File: src/rtl/ehb_pkg.sv
package ehb_pkg;
    localparam int TYPE_W   = 4;
    localparam int VAL_W    = 32;
    localparam int IDX_LSB  = 1;
    localparam int IDX_FW   = 7;
    localparam int TYPE_LSB = 8;

    typedef enum logic [2:0] {
        OP_IDLE    = 3'd0,
        OP_ACQUIRE = 3'd1,
        OP_RELEASE = 3'd2,
        OP_SAVE    = 3'd3,
        OP_REBIND  = 3'd4
    } ehb_op_e;

    // Hardware binding word: type in 11:8, index in 7:1, bit 0 zero.
    function automatic logic [VAL_W-1:0] hw_word(input logic [IDX_FW-1:0] idx,
                                                 input logic [TYPE_W-1:0] typ);
        logic [VAL_W-1:0] w;
        w = '0;
        w[TYPE_LSB +: TYPE_W] = typ;
        w[IDX_LSB +: IDX_FW]  = idx;
        return w;
    endfunction
endpackage

File: src/rtl/ehb_pick.sv
module ehb_pick #(
    parameter int NR = 8,
    parameter logic [NR*ehb_pkg::TYPE_W-1:0] RES_TYPES = '0,
    localparam int RIDX_W = (NR > 1) ? $clog2(NR) : 1
) (
    input  logic [NR-1:0]               busy_i,
    input  logic [ehb_pkg::TYPE_W-1:0]  want_i,
    output logic                        hit_o,
    output logic [RIDX_W-1:0]           idx_o
);
    logic [NR-1:0] cand;

    for (genvar g = 0; g < NR; g++) begin : g_match
        assign cand[g] = !busy_i[g] &&
                         (RES_TYPES[g*ehb_pkg::TYPE_W +: ehb_pkg::TYPE_W] == want_i);
    end

    // Lowest index wins: scan downward so the last write is the lowest.
    always_comb begin
        hit_o = 1'b0;
        idx_o = '0;
        for (int i = NR - 1; i >= 0; i--) begin
            if (cand[i]) begin
                hit_o = 1'b1;
                idx_o = RIDX_W'(i);
            end
        end
    end
endmodule

File: src/rtl/ehb_decode.sv
module ehb_decode #(
    parameter int NR = 8,
    parameter logic [NR*ehb_pkg::TYPE_W-1:0] RES_TYPES = '0,
    localparam int RIDX_W = (NR > 1) ? $clog2(NR) : 1
) (
    input  logic [ehb_pkg::VAL_W-1:0]   word_i,
    output logic                        is_sw_o,
    output logic                        in_range_o,
    output logic [RIDX_W-1:0]           idx_o,
    output logic [ehb_pkg::TYPE_W-1:0]  fld_type_o,
    output logic [ehb_pkg::TYPE_W-1:0]  res_type_o
);
    import ehb_pkg::*;
    localparam logic [IDX_FW-1:0] NR_F = IDX_FW'(NR);

    logic [IDX_FW-1:0] fld_idx;

    assign is_sw_o    = word_i[0];
    assign fld_idx    = word_i[IDX_LSB +: IDX_FW];
    assign in_range_o = fld_idx < NR_F;
    assign idx_o      = fld_idx[RIDX_W-1:0];
    assign fld_type_o = word_i[TYPE_LSB +: TYPE_W];

    always_comb begin
        res_type_o = '0;
        for (int i = 0; i < NR; i++) begin
            if (in_range_o && idx_o == RIDX_W'(i)) begin
                res_type_o = RES_TYPES[i*TYPE_W +: TYPE_W];
            end
        end
    end
endmodule

File: src/rtl/ehb_table.sv
module ehb_table #(
    parameter int NUM_RES     = 8,
    parameter int NUM_HANDLES = 4,
    parameter logic [NUM_RES*ehb_pkg::TYPE_W-1:0] RES_TYPES = 32'h5333_2211
) (
    input  logic                        clk_i,
    input  logic                        rst_ni,
    input  logic [2:0]                  op_i,
    input  logic [1:0]                  hnd_i,
    input  logic [ehb_pkg::TYPE_W-1:0]  type_i,
    input  logic [ehb_pkg::VAL_W-1:0]   value_i,
    output logic [ehb_pkg::VAL_W-1:0]   result_o,
    output logic                        fault_o,
    output logic                        sw_o
);
    import ehb_pkg::*;

    localparam int RIDX_W = (NUM_RES > 1) ? $clog2(NUM_RES) : 1;
    localparam int HIDX_W = (NUM_HANDLES > 1) ? $clog2(NUM_HANDLES) : 1;

    typedef struct packed {
        logic              bound;
        logic              sw;
        logic [RIDX_W-1:0] res;
        logic [VAL_W-1:0]  word;
    } hnd_t;

    typedef struct packed {
        logic [NUM_RES-1:0]                   busy;
        logic [NUM_RES-1:0][HIDX_W-1:0]       owner;
        hnd_t [NUM_HANDLES-1:0]               hnd;
        logic [VAL_W-1:0]                     result;
        logic                                 fault;
        logic                                 sw;
    } state_t;

    state_t st_d, st_q;

    logic [HIDX_W-1:0]  hsel;
    ehb_op_e            op;
    hnd_t               cur;
    logic               pick_hit;
    logic [RIDX_W-1:0]  pick_idx;
    logic               dec_sw, dec_in_range;
    logic [RIDX_W-1:0]  dec_idx;
    logic [TYPE_W-1:0]  dec_fld_type, dec_res_type;
    logic               hw_ok;

    assign hsel = HIDX_W'(hnd_i);
    assign op   = ehb_op_e'(op_i);
    assign cur  = st_q.hnd[hsel];

    function automatic logic [TYPE_W-1:0] type_of(input logic [RIDX_W-1:0] r);
        return RES_TYPES[r*TYPE_W +: TYPE_W];
    endfunction

    ehb_pick #(.NR(NUM_RES), .RES_TYPES(RES_TYPES)) u_pick (
        .busy_i (st_q.busy),
        .want_i (type_i),
        .hit_o  (pick_hit),
        .idx_o  (pick_idx)
    );

    ehb_decode #(.NR(NUM_RES), .RES_TYPES(RES_TYPES)) u_dec (
        .word_i     (value_i),
        .is_sw_o    (dec_sw),
        .in_range_o (dec_in_range),
        .idx_o      (dec_idx),
        .fld_type_o (dec_fld_type),
        .res_type_o (dec_res_type)
    );

    assign hw_ok = dec_in_range && (dec_fld_type == dec_res_type) &&
                   (!st_q.busy[dec_idx] || st_q.owner[dec_idx] == hsel);

    always_comb begin
        st_d        = st_q;
        st_d.result = '0;
        st_d.fault  = 1'b0;
        st_d.sw     = 1'b0;
        unique case (op)
            OP_ACQUIRE: begin
                if (cur.bound || !pick_hit) begin
                    st_d.fault = 1'b1;
                end else begin
                    st_d.busy[pick_idx]  = 1'b1;
                    st_d.owner[pick_idx] = hsel;
                    st_d.hnd[hsel]       = '{bound: 1'b1, sw: 1'b0, res: pick_idx, word: '0};
                    st_d.result          = hw_word(IDX_FW'(pick_idx), type_i);
                end
            end
            OP_RELEASE: begin
                if (!cur.bound) begin
                    st_d.fault = 1'b1;
                end else begin
                    if (!cur.sw) st_d.busy[cur.res] = 1'b0;
                    st_d.hnd[hsel] = '0;
                end
            end
            OP_SAVE: begin
                if (!cur.bound) begin
                    st_d.fault = 1'b1;
                end else if (cur.sw) begin
                    st_d.result = cur.word;
                    st_d.sw     = 1'b1;
                end else begin
                    st_d.result = hw_word(IDX_FW'(cur.res), type_of(cur.res));
                end
            end
            OP_REBIND: begin
                if (dec_sw) begin
                    if (cur.bound && !cur.sw) st_d.busy[cur.res] = 1'b0;
                    st_d.hnd[hsel] = '{bound: 1'b1, sw: 1'b1, res: '0, word: value_i};
                    st_d.result    = value_i;
                    st_d.sw        = 1'b1;
                end else if (!hw_ok) begin
                    st_d.fault = 1'b1;
                end else begin
                    if (cur.bound && !cur.sw) st_d.busy[cur.res] = 1'b0;
                    st_d.busy[dec_idx]  = 1'b1;
                    st_d.owner[dec_idx] = hsel;
                    st_d.hnd[hsel]      = '{bound: 1'b1, sw: 1'b0, res: dec_idx, word: '0};
                    st_d.result         = hw_word(IDX_FW'(dec_idx), dec_res_type);
                end
            end
            default: ;
        endcase
    end

    always_ff @(posedge clk_i) begin
        if (!rst_ni) st_q <= '0;
        else         st_q <= st_d;
    end

    assign result_o = st_q.result;
    assign fault_o  = st_q.fault;
    assign sw_o     = st_q.sw;

    // Flattened views of the binding state for the bound checker.
    logic [NUM_RES-1:0]            chk_busy;
    logic [NUM_RES*HIDX_W-1:0]     chk_owner;
    logic [NUM_HANDLES-1:0]        chk_bound, chk_sw;
    logic [NUM_HANDLES*RIDX_W-1:0] chk_res;

    always_comb begin
        chk_busy = st_q.busy;
        for (int r = 0; r < NUM_RES; r++) chk_owner[r*HIDX_W +: HIDX_W] = st_q.owner[r];
        for (int h = 0; h < NUM_HANDLES; h++) begin
            chk_bound[h]                  = st_q.hnd[h].bound;
            chk_sw[h]                     = st_q.hnd[h].sw;
            chk_res[h*RIDX_W +: RIDX_W]   = st_q.hnd[h].res;
        end
    end
endmodule

File: config.mk
export PLATFORM = sky130hd
export DESIGN_NAME = ehb_table
export DESIGN_NICKNAME = d
export VERILOG_FILES = /design/src/rtl/ehb_pkg.sv /design/src/rtl/ehb_pick.sv /design/src/rtl/ehb_decode.sv /design/src/rtl/ehb_table.sv
export SDC_FILE = /design/constraint.sdc
export NUM_CORES = 1
export LEC_CHECK = 0
export BUFFER_PORTS_ARGS = -buffer_cell sky130_fd_sc_hd__buf_2
export CAP_MARGIN = 10
export CORE_AREA = 2 2 193 138
export DETAILED_ROUTE_END_ITERATION = 6
export DIE_AREA = 0 0 195 140
export PLACE_DENSITY = 0.56
export SLEW_MARGIN = 20
export SYNTH_ARGS = -nofsm -noshare
export SYNTH_HDL_FRONTEND = slang
export SYNTH_SLANG_ARGS = --single-unit
export TNS_END_PERCENT = 1
File: constraint.sdc
create_clock -name clk_i -period 8.1 [get_ports clk_i]
set_clock_uncertainty 0.2 [all_clocks]
set_input_delay 1.62 -clock clk_i [delete_from_list [all_inputs] [get_ports clk_i]]
set_output_delay 1.62 -clock clk_i [all_outputs]
set_load 0.005 [all_outputs]
==> impl_metrics.ini, run 1 <==
[timing]
finalMaxSlewViolations = 0
slew_headroom = 0.305
final.period_utilization = 0.637
holdWs_ps = 252
finalSetupTns_ps = 0
worstMarginPinSlew_ps = 1030
finalHoldViolCount = 0
setup_violations = 0
fin_crit_ps = 5160
setup_slack_ps = 2940
rsz0062_at_grt = false
fmax_ghz = 0.194

[pwr]
p_sw_frac = 0.250
powerDensity_nw_per_um2 = 204
vdd_drop_max_uv = 131
switching_power_uw = 567
p_leak_uw = 0.00410
p_int_uw = 1700
p_comb_frac = 0.089
power_frac_seq = 0.452
pwr-share-clk = 0.459

[synth]
synth_edf_count = 0
ys_types = 78
synth_area_per_cell_sq_um = 9.18
synth_area_leaders = dfxtp_1, mux4_2, a21oi_1, nor2_1, a22o_1
synthCells = 1091
synth_ff_type = dfxtp_1
syn-num-nets = 1134
ys_warn_count = 0
syn_area_sq_um = 10000
synth_top_cell_area_share = 0.412
yosys.area.top_type = dfxtp_1
synth_seq_cells = 206
ys_seq_area_frac = 0.412
postSynth.asyncResetShare = 0

[worst_setup_path]
crit_fanout = 19
critPathArrivalTime_ps = 5410
rr_worst_depth = 8
crit_type = input port to flop
start_kind = input port
cpPeakStageDelay_ps = 1000
r2r_start = chk_busy[7]$_SDFFE_PN0P_
crit_path_cell_trace = buf_2 -> nor2b_1 -> xnor2_1 -> nor3_1 -> nand3_1 -> nor4_1 -> o21ai_0 -> a21oi_1 -> o211a_1
ff2ff_setup_slack_ps = 4540
cp.required_ps = 8350
cp_slowest_cell = nor4_1
r2r_end = st_q[89]$_SDFFE_PN0P_
end_kind = flop

[hold_path]
hold_path_startpoint = st_q[127]$_SDFFE_PN0P_
holdPathEnd = st_q[127]$_SDFFE_PN0P_
hold_depth = 2
hold_path.class = flop to flop

[drt]
drt_drc_violations_left = 2
vias = 8787
drtIter0Drc = 1065
wire_per_inst_um = 22.4
routed_wl_mm = 32.2
routed_via_density = 6.11
postRouteAntennaNets = 0
first_pass_iters = 7

[cts]
holdBufCountCts = 0
path_clk_slew_ps = 60
max-clock-path-buffers = 3
clkSinkCount = 206
postCtsSetupRepairBufs = 0
clk_latency_ps = 520
cts_tree = yes
cts.htree.levels = 1
cts_buffers = 22
root_buffer = clkbuf_16
cts_resized = 0

[cells_and_area]
antenna_cells = 0
final_util = 0.438
drive_gt1_frac = 0.190
nFillCells = 2479
final_common_cell = dfxtp_1
nets = 1135
syn2layout_area_growth_pct = 10.9
layout_common_cells = dfxtp_1, nor2_1, a21oi_1, nand2_1, buf_2

[placement]
dp_slack_ps = 2520
io_buffers = 76
gp_congestion = 0.922
post-dp-hpwl_mm = 21.7

[run]
drv_cap = 0

[global_route]
grt_first_pass_wirelength_mm = 49.9
grt_start_max_net_pins = 79
grt_usage = 0.232
grt-ovfl-total = 0
antenna_found_initial = 0
grt_pass1_vias = 8022

[floorplan]
num_rows = 49
die_w_um = 195
die_area_sq_um = 27300
die_h_um = 140
ios = 77
core-area_sq_um = 25400
initial_core_util = 0.395

[outcome]
violations = design-rule violations
outcome = finished with violations
through the flow:
| step | power, uW | cell area (sq um) | cells |
|---|---|---|---|
| floorplan | 1180 | 10000 | 1091 |
| global placement | 1240 | 10400 | 1399 |
| detailed placement | 1240 | 10400 | 1399 |
| CTS | 2280 | 11100 | 1438 |
| global route | 2350 | 11100 | 1438 |
| finish | 2270 | 11100 | 1438 |
synthesized netlist by cell type, types with 4 or more instances:
cell	n
dfxtp_1	206
nor2_1	115
a21oi_1	108
nand2_1	97
clkbuf_1	54
a22o_1	47
o21ai_0	43
mux4_2	37
buf_4	32
and3_1	30
a32o_1	23
mux2i_1	22
buf_2	19
nand4_1	19
nand3_1	18
o31ai_1	14
a22oi_1	13
inv_1	13
a31oi_1	12
nor3_1	11
a311oi_1	9
a211oi_1	6
a21o_1	6
and2_1	6
buf_1	6
mux2_2	6
nor2b_1	6
nor3b_1	6
a222oi_1	5
nand2b_1	5
nor3_2	5
nor4_1	5
o211a_1	5
o211ai_1	5
or2_2	5
xnor2_1	5
buf_6	4
state kept, by name, summed over array words and instances, names as in the netlist:
register,count
chk_bound,4
chk_busy,8
chk_owner,16
chk_res,12
chk_sw,4
fault_o,1
result_o,32
st_q,128
sw_o,1
worst max-delay path by stage:
stage / from / end / slack, ps / cells after the start
after CTS: value_i[2] / st_q[89]$_SDFFE_PN0P_ / 3040 / 9
final: value_i[2] / chk_busy[5]$_SDFFE_PN0P_ / 2940 / 9
after detailed placement: hnd_i[0] / st_q[89]$_SDFFE_PN0P_ / 2520 / 8
after floorplan: hnd_i[0] / st_q[169]$_SDFFE_PN0P_ / 3830 / 10
after global placement: value_i[2] / st_q[98]$_SDFFE_PN0P_ / 2450 / 9
after global routing: value_i[2] / st_q[89]$_SDFFE_PN0P_ / 2770 / 9
per-layer routing:
layer  routed length, um  share of wire  global-route usage
met5                   0              0                   0
met3                3020          0.094              0.0486
met2               12900           0.40               0.312
met1               15900           0.49               0.375
met4                 477          0.015              0.0414
cell type report:
cell class	count	area (sq um)	area share
multi-input combinational	754	5260	0.473
sequential	206	4120	0.371
clock buffer	34	697	0.0627
timing repair buffer	93	508	0.0457
tap	331	414	0.0373
clock inverter	5	56.3	0.00507
inverter	15	56.3	0.00507
cell families (layout without fill, tap and decap cells):
group	count (synthesis)	count (layout)	synth area share
buffers and inverters	131	147	0.0666
DFF	206	206	0.412
AOI/OAI and AO/OA	333	333	0.232
xor gates and xnor gates	5	5	0.00437
and+or+nand+nor	351	351	0.173
muxes	65	65	0.112
power groups by stage:
stage,combinational (uW),sequential (uW),clock (uW)
detailed placement,197,1050,0
global route,215,1020,1110
global placement,196,1050,0
CTS,198,1020,1060
floorplan,130,1050,0
finish,202,1020,1040
worst max-delay path, delay by kind of cell:
| kind | cells | cell delay [ps] |
|---|---|---|
| AND/OR/NAND/NOR | 4 | 2610 |
| AO/OA/AOI/OAI | 3 | 660 |
| XOR/XNOR | 1 | 130 |
| buffers and inverters | 1 | 380 |
No activity file was read; power rests on OpenSTA's default activity.
==> run 2: changes to the inputs <==
--- a/config.mk
+++ b/config.mk
@@ -5,12 +5,13 @@
 export SDC_FILE = /design/constraint.sdc
 export NUM_CORES = 1
 export LEC_CHECK = 0
+export ABC_AREA = 1
 export BUFFER_PORTS_ARGS = -buffer_cell sky130_fd_sc_hd__buf_2
 export CAP_MARGIN = 10
-export CORE_AREA = 2 2 193 138
+export CORE_AREA = 2 2 221 158
 export DETAILED_ROUTE_END_ITERATION = 6
-export DIE_AREA = 0 0 195 140
-export PLACE_DENSITY = 0.56
+export DIE_AREA = 0 0 223 160
+export PLACE_DENSITY = 0.58
 export SLEW_MARGIN = 20
 export SYNTH_ARGS = -nofsm -noshare
 export SYNTH_HDL_FRONTEND = slang
==> constraint.sdc (replaced) <==
create_clock -name clk_i -period 4.15 [get_ports clk_i]
set_clock_uncertainty 0.2 [all_clocks]
set_input_delay 0.83 -clock clk_i [delete_from_list [all_inputs] [get_ports clk_i]]
set_output_delay 0.83 -clock clk_i [all_outputs]
set_load 0.005 [all_outputs]
==> run 2 against run 1 <==
  * The run now ends clean
  * Critical path depth up 7
  * Die area rose by 31%
  * Sequential power is 99% higher
  * Synthesized area rose by 32%
  * Critical endpoint is now chk_sw[2]$_SDFFE_PN0P_
  * Largest cell class unchanged
==> impl_metrics.ini, run 2 <==
[drt]
first_pass_iters = 6
drt_drc_violations_left = 0
routed_wl_mm = 47.1
routed_via_density = 5.59
vias = 14823
drtIter0Drc = 1534
postRouteAntennaNets = 0
wire_per_inst_um = 17.7

[worst_setup_path]
crit_buf_inv = 3
cp.required_ps = 4410
crit_type = input port to flop
critPathArrivalTime_ps = 3770
crit_fanout = 30
start_kind = input port
cp_slowest_cell = buf_2
crit_path_cell_trace = buf_2 -> nand2_4 -> nor2_4 -> inv_2 -> nor2_2 -> nor2_1 -> nor2_1 -> nand3_1 -> nor2_4 -> nand3_4 -> nand2_4 -> buf_4 -> nand2_1 -> nand2_1 -> nand3_1 -> a21oi_1
end_kind = flop
critical_path.top_delay_family = simple AND/OR/NAND/NOR gates
cpPeakStageDelay_ps = 410

[cts]
max-clock-path-buffers = 3
cts.htree.levels = 1
holdBufCountCts = 0
clkSinkCount = 206
cts_tree = yes
clk_latency_ps = 540
postCtsSetupRepairBufs = 0
path_clk_slew_ps = 50
root_buffer = clkbuf_16
cts_resized = 0
cts_buffers = 25

[synth]
synth.most_common_cell = nand2_1
yosys.area.top_type = dfxtp_1
ys_warn_count = 0
synth_area_per_cell_sq_um = 5.96
synth_edf_count = 0
ys_types = 40
synthCells = 2222
syn_area_sq_um = 13200
synth_common_cells = nand2_1, o21ai_0, dfxtp_1
ys_seq_area_frac = 0.312
synth_ff_type = dfxtp_1
synth_top_cell_area_share = 0.312
synth_area_leaders = dfxtp_1, nand2_1, o21ai_0, a21oi_1, nor2_1
syn-num-nets = 2265
postSynth.asyncResetShare = 0
synth_seq_cells = 206

[cells_and_area]
multi_input_area_sq_um = 7750
nets = 2242
final_util = 0.430
nFillCells = 3564
regArea_sq_um = 4120
largest_register_ffs = 128
final_common_cell = nand2_1
drive_gt1_frac = 0.0963
layout_common_cells = nand2_1, o21ai_0, dfxtp_1, a21oi_1, nor2_1
top_register = st_q
antenna_cells = 0
stdcell_count = 2654
syn2layout_area_growth_pct = 10.1

[timing]
fmax_ghz = 0.285
worstMarginPinSlew_ps = 816
finalSetupTns_ps = 0
finalMaxSlewViolations = 0
slew_headroom = 0.454
fin_crit_ps = 3510
finalHoldViolCount = 0
setup_slack_ps = 636
final.period_utilization = 0.847
rsz0062_at_grt = false
setup_violations = 0

[floorplan]
die_area_sq_um = 35700
ios = 77
core-area_sq_um = 33900
num_rows = 57
die_h_um = 160
initial_core_util = 0.391
die_w_um = 223

[global_route]
antenna_found_initial = 0
grt_start_max_net_pins = 132
grt_usage = 0.259
grt-ovfl-total = 0
grt_pass1_vias = 13591
grt_first_pass_wirelength_mm = 74.5

[placement]
post-dp-hpwl_mm = 29.5
dp_slack_ps = 184
io_buffers = 76
dp.cells = 2614
gp_congestion = 0.926

[run]
drv_cap = 0

[outcome]
outcome = finished, final reports clean

[pwr]
power_uw = 4970
p_leak_uw = 0.00541
powerDensity_nw_per_um2 = 341
vdd_drop_max_uv = 278

[hold_path]
hold_path.class = flop to flop
[run 2: cell count changes in the layout (fill, tap and decap cells not counted), moves of 37 or more]
| cell | delta |
|---|---|
| a21oi_1 | +65 |
| nand2_1 | +769 |
| o21ai_0 | +216 |
| a22o_1 | -47 |
| inv_1 | +71 |
| o21ai_1 | +57 |
| mux4_2 | -37 |
| nand3_1 | +78 |
[run 2: routing by layer]
layer | vias to the layer above | wire length (um) | track usage | part of all wire
li1 | 7213 | - | - | -
met1 | 6877 | 22100 | 0.377 | 0.47
met2 | 651 | 19700 | 0.384 | 0.42
met3 | 82 | 4200 | 0.0499 | 0.089
met4 | 0 | 1140 | 0.0760 | 0.024
met5 | - | 0 | 0 | 0
[run 2: where the power goes]
part | leakage [uW] | switching, uW | internal [uW]
registers | 0.00166 | 21.4 | 2010
logic | 0.00336 | 568 | 192
clock network | 0.000389 | 881 | 1300
total | 0.00541 | 1470 | 3500
[run 2: cells by family (layout without fill, tap and decap cells)]
family	after synthesis	count (layout)	synth area share
simple gates	1164	1164	0.354
buf+inv	283	273	0.105
compound gates	568	568	0.228
flops	206	206	0.312
xor+xnor	1	1	0.000662
[run 2: worst reg2reg max path, delay by kind of cell (launching register included)]
| family | cells | cell delay (ps) |
|---|---|---|
| flip-flops | 1 | 400 |
| AO/OA/AOI/OAI | 2 | 360 |
| buffers and inverters | 2 | 580 |
| AND/OR/NAND/NOR | 9 | 1250 |
[run 2: path summary, 6_finish.rpt]
| kind | start | end | slack, ps | cells after the start |
|---|---|---|---|---|
| min | st_q[71]$_SDFFE_PN0P_ | st_q[71]$_SDFFE_PN0P_ | 270 | 2 |
| min reg2reg | st_q[71]$_SDFFE_PN0P_ | st_q[71]$_SDFFE_PN0P_ | 270 | 2 |
| max | value_i[1] | chk_sw[2]$_SDFFE_PN0P_ | 640 | 16 |
| max reg2reg | chk_busy[7]$_SDFFE_PN0P_ | st_q[169]$_SDFFE_PN0P_ | 1260 | 13 |
[run 2: cell type report]
| cell class | instances | area share |
|---|---|---|
| clock buffers | 34 | 0.0487 |
| flip-flops and latches | 206 | 0.283 |
| well taps | 442 | 0.0380 |
| clock inverters | 6 | 0.00567 |
| multi-input cells | 1733 | 0.532 |
| repair buffers | 138 | 0.0675 |
| inverters | 95 | 0.0252 |
[run 2: per-stage QoR]
step,hold slack (ps),instance area [sq um]
3_5_place_dp,266,13800
3_3_place_gp,254,13800
4_1_cts,274,14600
2_1_floorplan,244,13200
5_1_grt,294,14600
6_report,273,14600
